<file path="src/rtl/align_pkg.sv">
package align_pkg;

    typedef enum logic [2:0] {
        ACC_ELEM   = 3'd0,
        ACC_FP     = 3'd1,
        ACC_MULTI  = 3'd2,
        ACC_RSV    = 3'd3,
        ACC_STRING = 3'd4,
        ACC_BZERO  = 3'd5,
        ACC_EXTW   = 3'd6,
        ACC_SPARE  = 3'd7
    } acc_class_e;

    typedef enum logic [2:0] {
        CZ_NONE       = 3'd0,
        CZ_FP_DIRECT  = 3'd1,
        CZ_FP_WORD    = 3'd2,
        CZ_MW_WORD    = 3'd3,
        CZ_SEG_SPLIT  = 3'd4,
        CZ_BZERO_ATTR = 3'd5,
        CZ_EXT_WORD   = 3'd6,
        CZ_LE_BULK    = 3'd7
    } cause_e;

    typedef enum logic [1:0] {
        DC_ABSENT    = 2'd0,
        DC_WTHRU     = 2'd1,
        DC_CBACK     = 2'd2,
        DC_CBACK_ALT = 2'd3
    } dc_mode_e;

    localparam int RULE_COUNT = 7;
    localparam int CAUSE_W    = $clog2(RULE_COUNT + 1);

endpackage

</file>
<file path="src/rtl/align_span.sv">
module align_span #(
    parameter int ADDR_W   = 32,
    parameter int SIZE_W   = 8,
    parameter int SEG_BITS = 4
) (
    input  logic [ADDR_W-1:0] addr_i,
    input  logic [SIZE_W-1:0] size_i,
    output logic              word_misal_o,
    output logic              seg_split_o
);
    localparam int LOW_W = ADDR_W - SEG_BITS;

    logic [ADDR_W-1:0] span_m1;
    logic [ADDR_W-1:0] last_addr;
    logic [ADDR_W-1:0] diff_bits;

    always_comb begin
        if (size_i == '0) begin
            span_m1 = '0;
        end else begin
            span_m1 = ADDR_W'(size_i) - ADDR_W'(1);
        end
        last_addr    = addr_i + span_m1;
        diff_bits    = addr_i ^ last_addr;
        seg_split_o  = (diff_bits >> LOW_W) != '0;
        word_misal_o = addr_i[1:0] != 2'b00;
    end
endmodule

</file>
<file path="src/rtl/align_rules.sv">
module align_rules
    import align_pkg::*;
(
    input  acc_class_e            acc_class_i,
    input  logic                  word_misal_i,
    input  logic                  seg_split_i,
    input  logic                  ds_first_i,
    input  logic                  ds_last_i,
    input  logic                  wthru_i,
    input  logic                  cinhib_i,
    input  dc_mode_e              dc_mode_i,
    input  logic                  le_mode_i,
    output logic [RULE_COUNT:1]   hits_o
);
    logic is_fp, is_mwr, is_segchk, is_bzero, is_extw, is_bulk;

    always_comb begin
        is_fp = 1'b0; is_mwr = 1'b0; is_segchk = 1'b0;
        is_bzero = 1'b0; is_extw = 1'b0; is_bulk = 1'b0;
        unique case (acc_class_i)
            ACC_ELEM:   is_segchk = 1'b1;
            ACC_FP:     is_fp     = 1'b1;
            ACC_MULTI:  begin is_mwr = 1'b1; is_segchk = 1'b1; is_bulk = 1'b1; end
            ACC_RSV:    is_mwr    = 1'b1;
            ACC_STRING: begin is_segchk = 1'b1; is_bulk = 1'b1; end
            ACC_BZERO:  is_bzero  = 1'b1;
            ACC_EXTW:   is_extw   = 1'b1;
            ACC_SPARE:  ;
            default:    ;
        endcase
    end

    logic cache_unfit;
    always_comb begin
        cache_unfit = wthru_i | cinhib_i |
                      (dc_mode_i == DC_ABSENT) | (dc_mode_i == DC_WTHRU);
        hits_o[CZ_FP_DIRECT]  = is_fp & (ds_first_i | ds_last_i);
        hits_o[CZ_FP_WORD]    = is_fp & word_misal_i;
        hits_o[CZ_MW_WORD]    = is_mwr & word_misal_i;
        hits_o[CZ_SEG_SPLIT]  = is_segchk & seg_split_i & (ds_first_i ^ ds_last_i);
        hits_o[CZ_BZERO_ATTR] = is_bzero & cache_unfit;
        hits_o[CZ_EXT_WORD]   = is_extw & word_misal_i;
        hits_o[CZ_LE_BULK]    = is_bulk & le_mode_i;
    end
endmodule

</file>
<file path="src/rtl/align_prio.sv">
module align_prio #(
    parameter int N      = 7,
    parameter int CODE_W = $clog2(N + 1)
) (
    input  logic [N:1]        hits_i,
    output logic [CODE_W-1:0] code_o
);
    logic [N:0] seen;
    logic [N:1] first;

    assign seen[0] = 1'b0;

    for (genvar g = 1; g <= N; g++) begin : g_chain
        assign first[g] = hits_i[g] & ~seen[g-1];
        assign seen[g]  = seen[g-1] | hits_i[g];
    end

    always_comb begin
        code_o = '0;
        for (int i = 1; i <= N; i++) begin
            if (first[i]) code_o = CODE_W'(i);
        end
    end
endmodule

</file>
<file path="src/rtl/align_check.sv">
module align_check
    import align_pkg::*;
#(
    parameter int ADDR_W   = 32,
    parameter int SIZE_W   = 8,
    parameter int SEG_BITS = 4
) (
    input  logic [2:0]         acc_class_i,
    input  logic [ADDR_W-1:0]  addr_i,
    input  logic [SIZE_W-1:0]  size_i,
    input  logic               ds_first_i,
    input  logic               ds_last_i,
    input  logic               wthru_i,
    input  logic               cinhib_i,
    input  logic [1:0]         dc_mode_i,
    input  logic               le_mode_i,
    output logic               fault_o,
    output logic [CAUSE_W-1:0] cause_o
);
    logic                  word_misal;
    logic                  seg_split;
    logic [RULE_COUNT:1]   hits;

    align_span #(.ADDR_W(ADDR_W), .SIZE_W(SIZE_W), .SEG_BITS(SEG_BITS)) u_span (
        .addr_i       (addr_i),
        .size_i       (size_i),
        .word_misal_o (word_misal),
        .seg_split_o  (seg_split)
    );

    align_rules u_rules (
        .acc_class_i  (acc_class_e'(acc_class_i)),
        .word_misal_i (word_misal),
        .seg_split_i  (seg_split),
        .ds_first_i   (ds_first_i),
        .ds_last_i    (ds_last_i),
        .wthru_i      (wthru_i),
        .cinhib_i     (cinhib_i),
        .dc_mode_i    (dc_mode_e'(dc_mode_i)),
        .le_mode_i    (le_mode_i),
        .hits_o       (hits)
    );

    align_prio #(.N(RULE_COUNT), .CODE_W(CAUSE_W)) u_prio (
        .hits_i (hits),
        .code_o (cause_o)
    );

    assign fault_o = |hits;
endmodule

</file>
<file path="config.mk">
export PLATFORM = sky130hd
export DESIGN_NAME = align_check
export DESIGN_NICKNAME = d
export VERILOG_FILES = /design/src/rtl/align_pkg.sv /design/src/rtl/align_span.sv /design/src/rtl/align_rules.sv /design/src/rtl/align_prio.sv /design/src/rtl/align_check.sv
export SDC_FILE = /design/constraint.sdc
export NUM_CORES = 1
export LEC_CHECK = 0
export CAP_MARGIN = 20
export CORE_UTILIZATION = 38
export DETAILED_ROUTE_END_ITERATION = 7
export PLACE_DENSITY_LB_ADDON = 0.15
export SLEW_MARGIN = 20
export SYNTH_ARGS = -nofsm -noshare
export SYNTH_HDL_FRONTEND = slang
export SYNTH_SLANG_ARGS = --single-unit
</file>
<file path="constraint.sdc">
create_clock -name vclk -period 16.7
set_clock_uncertainty 0.2 [all_clocks]
set_input_delay 3.34 -clock vclk [all_inputs]
set_output_delay 3.34 -clock vclk [all_outputs]
set_load 0.05 [all_outputs]
</file>
== After elaboration in Yosys (flattened, before gate mapping) ==
Index checks and enable logic that the tools add are counted.
Word-level totals
  flip-flop bits (word level): 0
  output and inout port bits: 4
Cells by class
  add/subtract/negate cells: 2
  eq/ne operators: 7
  mux-type cells: 14
  bitwise logic cells: 31
  reductions and logical operators: 9
Operators by type and width (count)
  32-bit adder: 1
  32-bit two-way mux: 1
  32-bit nonzero test: 1
  32-bit bitwise XOR: 1
  3-bit two-way mux: 6
  1-bit AND: 14
  3-bit == test (second input constant): 3
  1-bit OR: 9
  8-bit by 1-bit subtractor with 9-bit output (second input constant): 1
  8-bit logical NOT: 1
  1-bit two-way mux: 7
  7-bit OR reduction: 1
  3-bit by 2-bit == test with 1-bit output (second input constant): 2
  1-bit NOT: 6
  2-bit OR reduction: 2
  3-bit by 1-bit == test with 1-bit output (second input constant): 1
  3-bit logical NOT: 1
  3-bit OR reduction: 1
  2-bit by 1-bit == test with 1-bit output (second input constant): 1
  2-bit logical NOT: 1
  2-bit nonzero test: 1
  1-bit bitwise XOR: 1

== Depth between registers and ports, before layout ==
Gate-level depths: netlist of the first run.
  depth after elaboration: 13
  gate-level depth with buffers: 14

== Cells and area by module ==
A second synthesis of the first run with hierarchy kept.
Second synthesis, totals
  cells, all modules: 157
  area total of the unflattened synthesis: 1209.9 um^2
By module, submodules not included
  align_span: times used 1, cells each 129, area an instance 1022.2 um^2
  align_rules: times used 1, cells each 14, area an instance 111.4 um^2
  align_prio: times used 1, cells each 11, area an instance 61.3 um^2
  align_check: times used 1, cells each 3, area an instance 15.0 um^2

== Least setup slack after synthesis of the first run ==
No wires, ideal clock.
  path type: input -> output
  start: in size_i[2]
  end: out cause_o[0]
  data arrival time: 7115 ps
  path slack: 6045 ps
  cell stages on the path: 12
  path buffers: 0
  cells stage by stage: or4_1 > nor2b_1 > mux2_2 > ha_1 > and4_1 > a211o_1 > o21ai_0 > a21oi_1 > a2111oi_0 > nor4b_2 > a31oi_1 > o21ai_0
On the way
  word-level cells in the longest chain between the ends: 13
  elaborated cells on any way between the ends: 22
  those cells by class: add/sub: 2; mux: 5; bitwise: 13; reduce/logical: 2
Ends and longest elaborated chain
  from (decl): RTL line align_check.sv:10  | input logic [SIZE_W-1:0] size_i,
  8-bit by 1-bit subtractor with 9-bit output or 8-bit logical NOT (tied branches): RTL line align_span.sv:21, align_span.sv:18
  32-bit two-way mux *: RTL line align_span.sv:18  | if (size_i == '0) begin
  32-bit adder *: RTL line align_span.sv:23  | last_addr = addr_i + span_m1;
  32-bit bitwise XOR *: RTL line align_span.sv:24  | diff_bits = addr_i ^ last_addr;
  32-bit nonzero test *: RTL line align_span.sv:25  | seg_split_o = (diff_bits >> LOW_W) != '0;
  1-bit AND * (2 in a row): RTL line align_rules.sv:40  | hits_o[CZ_SEG_SPLIT] = is_segchk & seg_split_i & (ds_first_i ^ ds_last_i);
  1-bit OR: RTL line align_prio.sv:15  | assign seen[g] = seen[g-1] | hits_i[g];
  1-bit NOT or 1-bit OR (tied branches): RTL line align_prio.sv:14, align_prio.sv:15
  1-bit AND, or another cell as far along: RTL line align_prio.sv:14  | assign first[g] = hits_i[g] & ~seen[g-1];
  3-bit two-way mux, or another cell as far along: RTL line align_prio.sv:21  | if (first[i]) code_o = CODE_W'(i);
  3-bit two-way mux or 1-bit AND (tied branches): RTL line align_prio.sv:21, align_prio.sv:14
  3-bit two-way mux *: RTL line align_prio.sv:21
  to (decl): RTL line align_check.sv:18  | output logic [CAUSE_W-1:0] cause_o
Every way passes the cells marked *; elsewhere a longest branch is shown, timed or not.

== Final worst setup path of the first run ==
  start: in size_i[2]
  end: out fault_o
On the way
  word-level cells in the longest chain between the ends: 8
  elaborated cells on any way between the ends: 9
  those cells by class: add/sub: 2; mux: 1; bitwise: 3; reduce/logical: 3
Ends and longest elaborated chain
  8-bit by 1-bit subtractor with 9-bit output or 8-bit logical NOT (tied branches): RTL line align_span.sv:21, align_span.sv:18
  32-bit two-way mux *: RTL line align_span.sv:18
  32-bit adder *: RTL line align_span.sv:23
  32-bit bitwise XOR *: RTL line align_span.sv:24
  32-bit nonzero test *: RTL line align_span.sv:25
  1-bit AND * (2 in a row): RTL line align_rules.sv:40
  7-bit OR reduction *: RTL line align_check.sv:49  | assign fault_o = |hits;
  to (decl): RTL line align_check.sv:17  | output logic fault_o,
Marks and branches as above.

==> results of run 1 <==
[cell type report]
type / instances / area (um2)
inverters: 11 / 41.3
fillers: 372 / 1590
well taps: 48 / 60.1
multi-input cells: 227 / 1560
repair buffers: 52 / 520
[final timing paths]
check  startpoint    endpoint  slack [ns]
min     le_mode_i  cause_o[1]        7.87
max     size_i[2]     fault_o        5.20
[kinds of logic after synthesis]
family	count (synthesis)	share of synthesized area [%]
AO/OA/AOI/OAI	90	38.7
XOR/XNOR	6	3.43
adder cells (fa/ha/maj)	32	26.1
buffers and inverters	14	3.43
multiplexers	2	1.39
other	1	0.244
AND/OR/NAND/NOR	74	26.8
[metal layers]
metal / global-route usage (%) / share of wire, % / vias up
li1: - / - / 996
met1: 26.3 / 54 / 814
met2: 30.2 / 43 / 37
met3: 0.868 / 2.9 / 0
met4: 0.272 / 0 / 0
met5: 0 / 0 / -
[power groups by stage]
stage	clock network, uW	registers (uW)	logic (uW)
after floorplan	0	0	41.7
after global placement	0	0	62.1
after detailed placement	0	0	62.6
after CTS	0	0	63.0
after global routing	0	0	72.6
final	0	0	65.2
[stage by stage]
stage | cells | instance area (um2) | hold slack (ns) | setup slack (ns)
6_report | 338 | 2190 | 7.87 | 5.20
5_1_grt | 338 | 2190 | 7.94 | 4.97
4_1_cts | 338 | 2190 | 7.86 | 5.18
3_5_place_dp | 338 | 2190 | 7.85 | 5.19
3_3_place_gp | 338 | 2190 | 7.87 | 5.20
2_1_floorplan | 241 | 1620 | 6.89 | 6.04
[cells in the mapped netlist, types with 3 or more instances]
master / n / share of area (%)
nand3_1: 6 / 2.0
xnor2_1: 4 / 2.3
inv_1: 11 / 2.7
nand4_1: 4 / 1.6
nor3_1: 6 / 2.0
a211oi_1: 8 / 3.9
o21a_1: 3 / 1.5
nand2_1: 19 / 4.6
nor2_1: 18 / 4.4
o22ai_1: 3 / 1.2
a21oi_1: 29 / 9.5
o211ai_1: 7 / 3.4
ha_1: 32 / 26
o21ai_0: 17 / 5.5
or3_1: 3 / 1.2
clkbuf_1: 3 / 0.73
==> impl_metrics.yaml, run 1 <==
cells_and_area:
  layout_common_cells: "clkdlybuf4s50_1, ha_1, a21oi_1, conb_1, nand2_1"
  clockBufferCount: 0
  regArea_um2: 0
  nNetsFinal: 374
  drive_above_1_share_pct: 4.14
  layout_commonest_cell: "clkdlybuf4s50_1"
  seq_cells: 0
  antenna_cells: 0
  area_delta_synth_final_pct: 42.5
  utilization_pct: 58.0
pwr:
  pwr-share-clk_pct: 0
  p_sw_share_pct: 52.3
  ir_drop_mv: 0.0218
  power_density_nw_per_um2: 29.8
  p_int_uw: 31.1
  p_comb_share_pct: 100.0
  p_seq_share_pct: 0
  finalPower_uw: 65.2
  p_sw_uw: 34.1
  p_leak_uw: 0.000918
timing:
  fin_crit_ns: 11.50
  timing.fmax_mhz: 86.9
  slew_viol_final: 0
  rsz0062_at_grt: "false"
  setup_tns_ns: 0
  fin_crit_sh_pct: 68.9
  hold_violations: 0
  max_slew_margin_pct: 61.9
  tightest_slew_ns: 0.557
  setup_violations: 0
grt:
  grt_max_degree: 11
  antenna_found_initial: 0
  grt_pass1_vias: 1577
  overflow: 0
  grt_usage_pct: 18.0
  grt_first_pass_wirelength_um: 6430
placement:
  gp_congestion: 0.829
  dp_hpwl_um: 3430
  numPortBuffers: 52
setup_path:
  path_common_cell: "clkdlybuf4s50_1"
  arrival_ns: 7.96
  worstPathMaxFanout: 4
  worstSetupPathDepth: 14
  path_class: "in -> out"
  cp_top_family: "simple AND/OR/NAND/NOR gates"
  crit_path_max_incr_delay_ns: 0.71
  start_kind: "primary input"
  crit_chain: "clkdlybuf4s50_1 -> or4_1 -> nor2b_1 -> mux2_2 -> ha_1 -> and4_1 -> a211o_1 -> o21ai_0 -> a21oi_1 -> a2111oi_0 -> nor4b_2 -> a31oi_1 -> or4b_1 -> clkdlybuf4s50_1"
  crit_buf_inv: 2
  required_ns: 13.16
  crit_path_end_kind: "primary output"
  slowest_stage: "clkdlybuf4s50_1"
synth:
  synth_warnings: 0
  syn_inst: 219
  syn_avg_cell_area_um2: 7.00
  synth_cell_type_count: 50
  netlist_area_um2: 1530
  yosysSeqAreaShare_pct: 0
die:
  die_width_um: 65.5
  rows: 22
  dieArea_um2: 4290
  core_area_um2: 3770
  start_util_pct: 40.7
  ios: 54
  die_h_um: 65.5
hold_path:
  hold_depth: 4
  hp-class: "in -> out"
route:
  vias: 1847
  dr.pass1.iters: 6
  routed_wirelength_um: 3970
  routed_via_density: 5.46
  drc: 0
  wl_per_cell_um: 11.7
  antenna_left: 0
  drt_iter0_drc: 75
cts:
  hold_buffers: 0
  post_cts_resized: 0
  cts_setup_buffers: 0
outcome:
  status: "finished, final reports clean"
flow_run:
  drv_cap: 0
(Power assumes the default switching activity.)
==> inputs of run 2 (changes only) <==
Clock period 16.7 ns to 11.35 ns, I/O delays scaled along.
==> run 2 against run 1 <==
Cell count stayed put. Global-route usage hardly changed. Sequential cell count unchanged. Total power grew 47%. Setup slack worse by 3.2 ns. Clock-buffer cell count stayed put. Non-clock buffer count unchanged. Core utilization is the same. Routed wire length fell by 2.0%. Largest power group unchanged. Highest routed layer unchanged.
==> impl_metrics.yaml, run 2 (synthesis results as in run 1) <==
setup_path:
  start_kind: "primary input"
  crit_path_end_kind: "primary output"
  required_ns: 8.88
  path_class: "in -> out"
  worstPathMaxFanout: 4
  arrival_ns: 6.87
outcome:
  status: "finished, final reports clean"
route:
  routed_via_density: 5.47
  antenna_left: 0
  wl_per_cell_um: 11.5
  drt_iter0_drc: 60
  routed_wirelength_um: 3890
  dr.pass1.iters: 4
  drc: 0
  vias: 1849
cts:
  cts_setup_buffers: 0
  post_cts_resized: 0
  hold_buffers: 0
timing:
  timing.fmax_mhz: 107
  slew_viol_final: 0
  setup_violations: 0
  fin_crit_sh_pct: 82.3
  setup_tns_ns: 0
  fin_crit_ns: 9.34
  fin_ws_ns: 2.01
  max_slew_margin_pct: 60.9
  hold_violations: 0
  tightest_slew_ns: 0.571
  rsz0062_at_grt: "false"
grt:
  grt_first_pass_wirelength_um: 6490
  grt_usage_pct: 18.0
  grt_pass1_vias: 1612
  grt_max_degree: 11
  antenna_found_initial: 0
  overflow: 0
pwr:
  power_density_nw_per_um2: 43.7
  p_sw_uw: 49.9
  p_leak_uw: 0.000918
  ir_drop_mv: 0.0342
  p_int_uw: 45.7
  p_comb_share_pct: 100.0
  pwr-share-clk_pct: 0
  p_sw_share_pct: 52.2
  p_seq_share_pct: 0
cells_and_area:
  clockBufferCount: 0
  layout_commonest_cell: "clkdlybuf4s50_1"
  regArea_um2: 0
  multi_input_area_um2: 1560
  seq_cells: 0
  fillers: 369
  layout_common_cells: "clkdlybuf4s50_1, ha_1, a21oi_1, conb_1, nand2_1"
  antenna_cells: 0
  drive_above_1_share_pct: 4.14
  area_delta_synth_final_pct: 42.5
  nNetsFinal: 374
die:
  die_width_um: 65.5
  rows: 22
  ios: 54
  dieArea_um2: 4290
  start_util_pct: 40.7
  core_area_um2: 3770
  die_h_um: 65.5
placement:
  gp_congestion: 0.834
  detailedPlace.worstSlack_ns: 2.03
  dp_hpwl_um: 3380
  numPortBuffers: 52
hold_path:
  hp-class: "in -> out"
flow_run:
  drv_cap: 0
run 2: cell counts in the layout (fill, tap and decap cells not counted):
Identical to the previous run, type by type.
run 2: power by group through the flow:
stage,Sequential (uW),Clock (uW),Combinational [uW]
floorplan,0,0,61.3
global placement,0,0,91.5
detailed placement,0,0,92.2
CTS,0,0,92.7
global route,0,0,107
finish,0,0,95.6
run 2: per-stage QoR:
| step | hold slack (ns) | std cells | power, uW | area, um2 | utilization, % |
|---|---|---|---|---|---|
| after floorplan | 4.75 | 241 | 61.3 | 1620 | - |
| after global placement | 5.73 | 338 | 91.5 | 2190 | 58.0 |
| after detailed placement | 5.72 | 338 | 92.2 | 2190 | 58.0 |
| after CTS | 5.73 | 338 | 92.7 | 2190 | 58.0 |
| after global routing | 5.81 | 338 | 107 | 2190 | 58.0 |
| final | 5.74 | 338 | 95.6 | 2190 | 58.0 |
run 2: path summary, 6_finish.rpt:
check | to | start | cells past startpoint
setup / recovery | fault_o | size_i[2] | 14
hold / removal | cause_o[1] | le_mode_i | 4
run 2: worst max-delay path, stage by stage:
cell             delay, ns
clkdlybuf4s50_1       0.47
or4_1                 0.62
nor2b_1               0.16
mux2_2                0.34
ha_1                  0.29
and4_1                0.18
a211o_1               0.27
o21ai_0               0.17
a21oi_1               0.11
a2111oi_0             0.35
nor4b_2               0.25
a31oi_1               0.18
or4b_1                0.50
clkdlybuf4s50_1       0.72
run 2: cell type report:
| class | instances | share of cell area, % |
|---|---|---|
| inverter | 11 | 1.89 |
| tap | 48 | 2.75 |
| timing repair buffer | 52 | 23.8 |
| multi-input combinational | 227 | 71.6 |
run 2: routing by layer:
layer,vias up,share of wire [%],track usage [%]
met5,-,0,0
met4,0,0,0
met3,0,4.7,0
met2,45,43,30.7
met1,813,52,26.6
li1,991,-,-
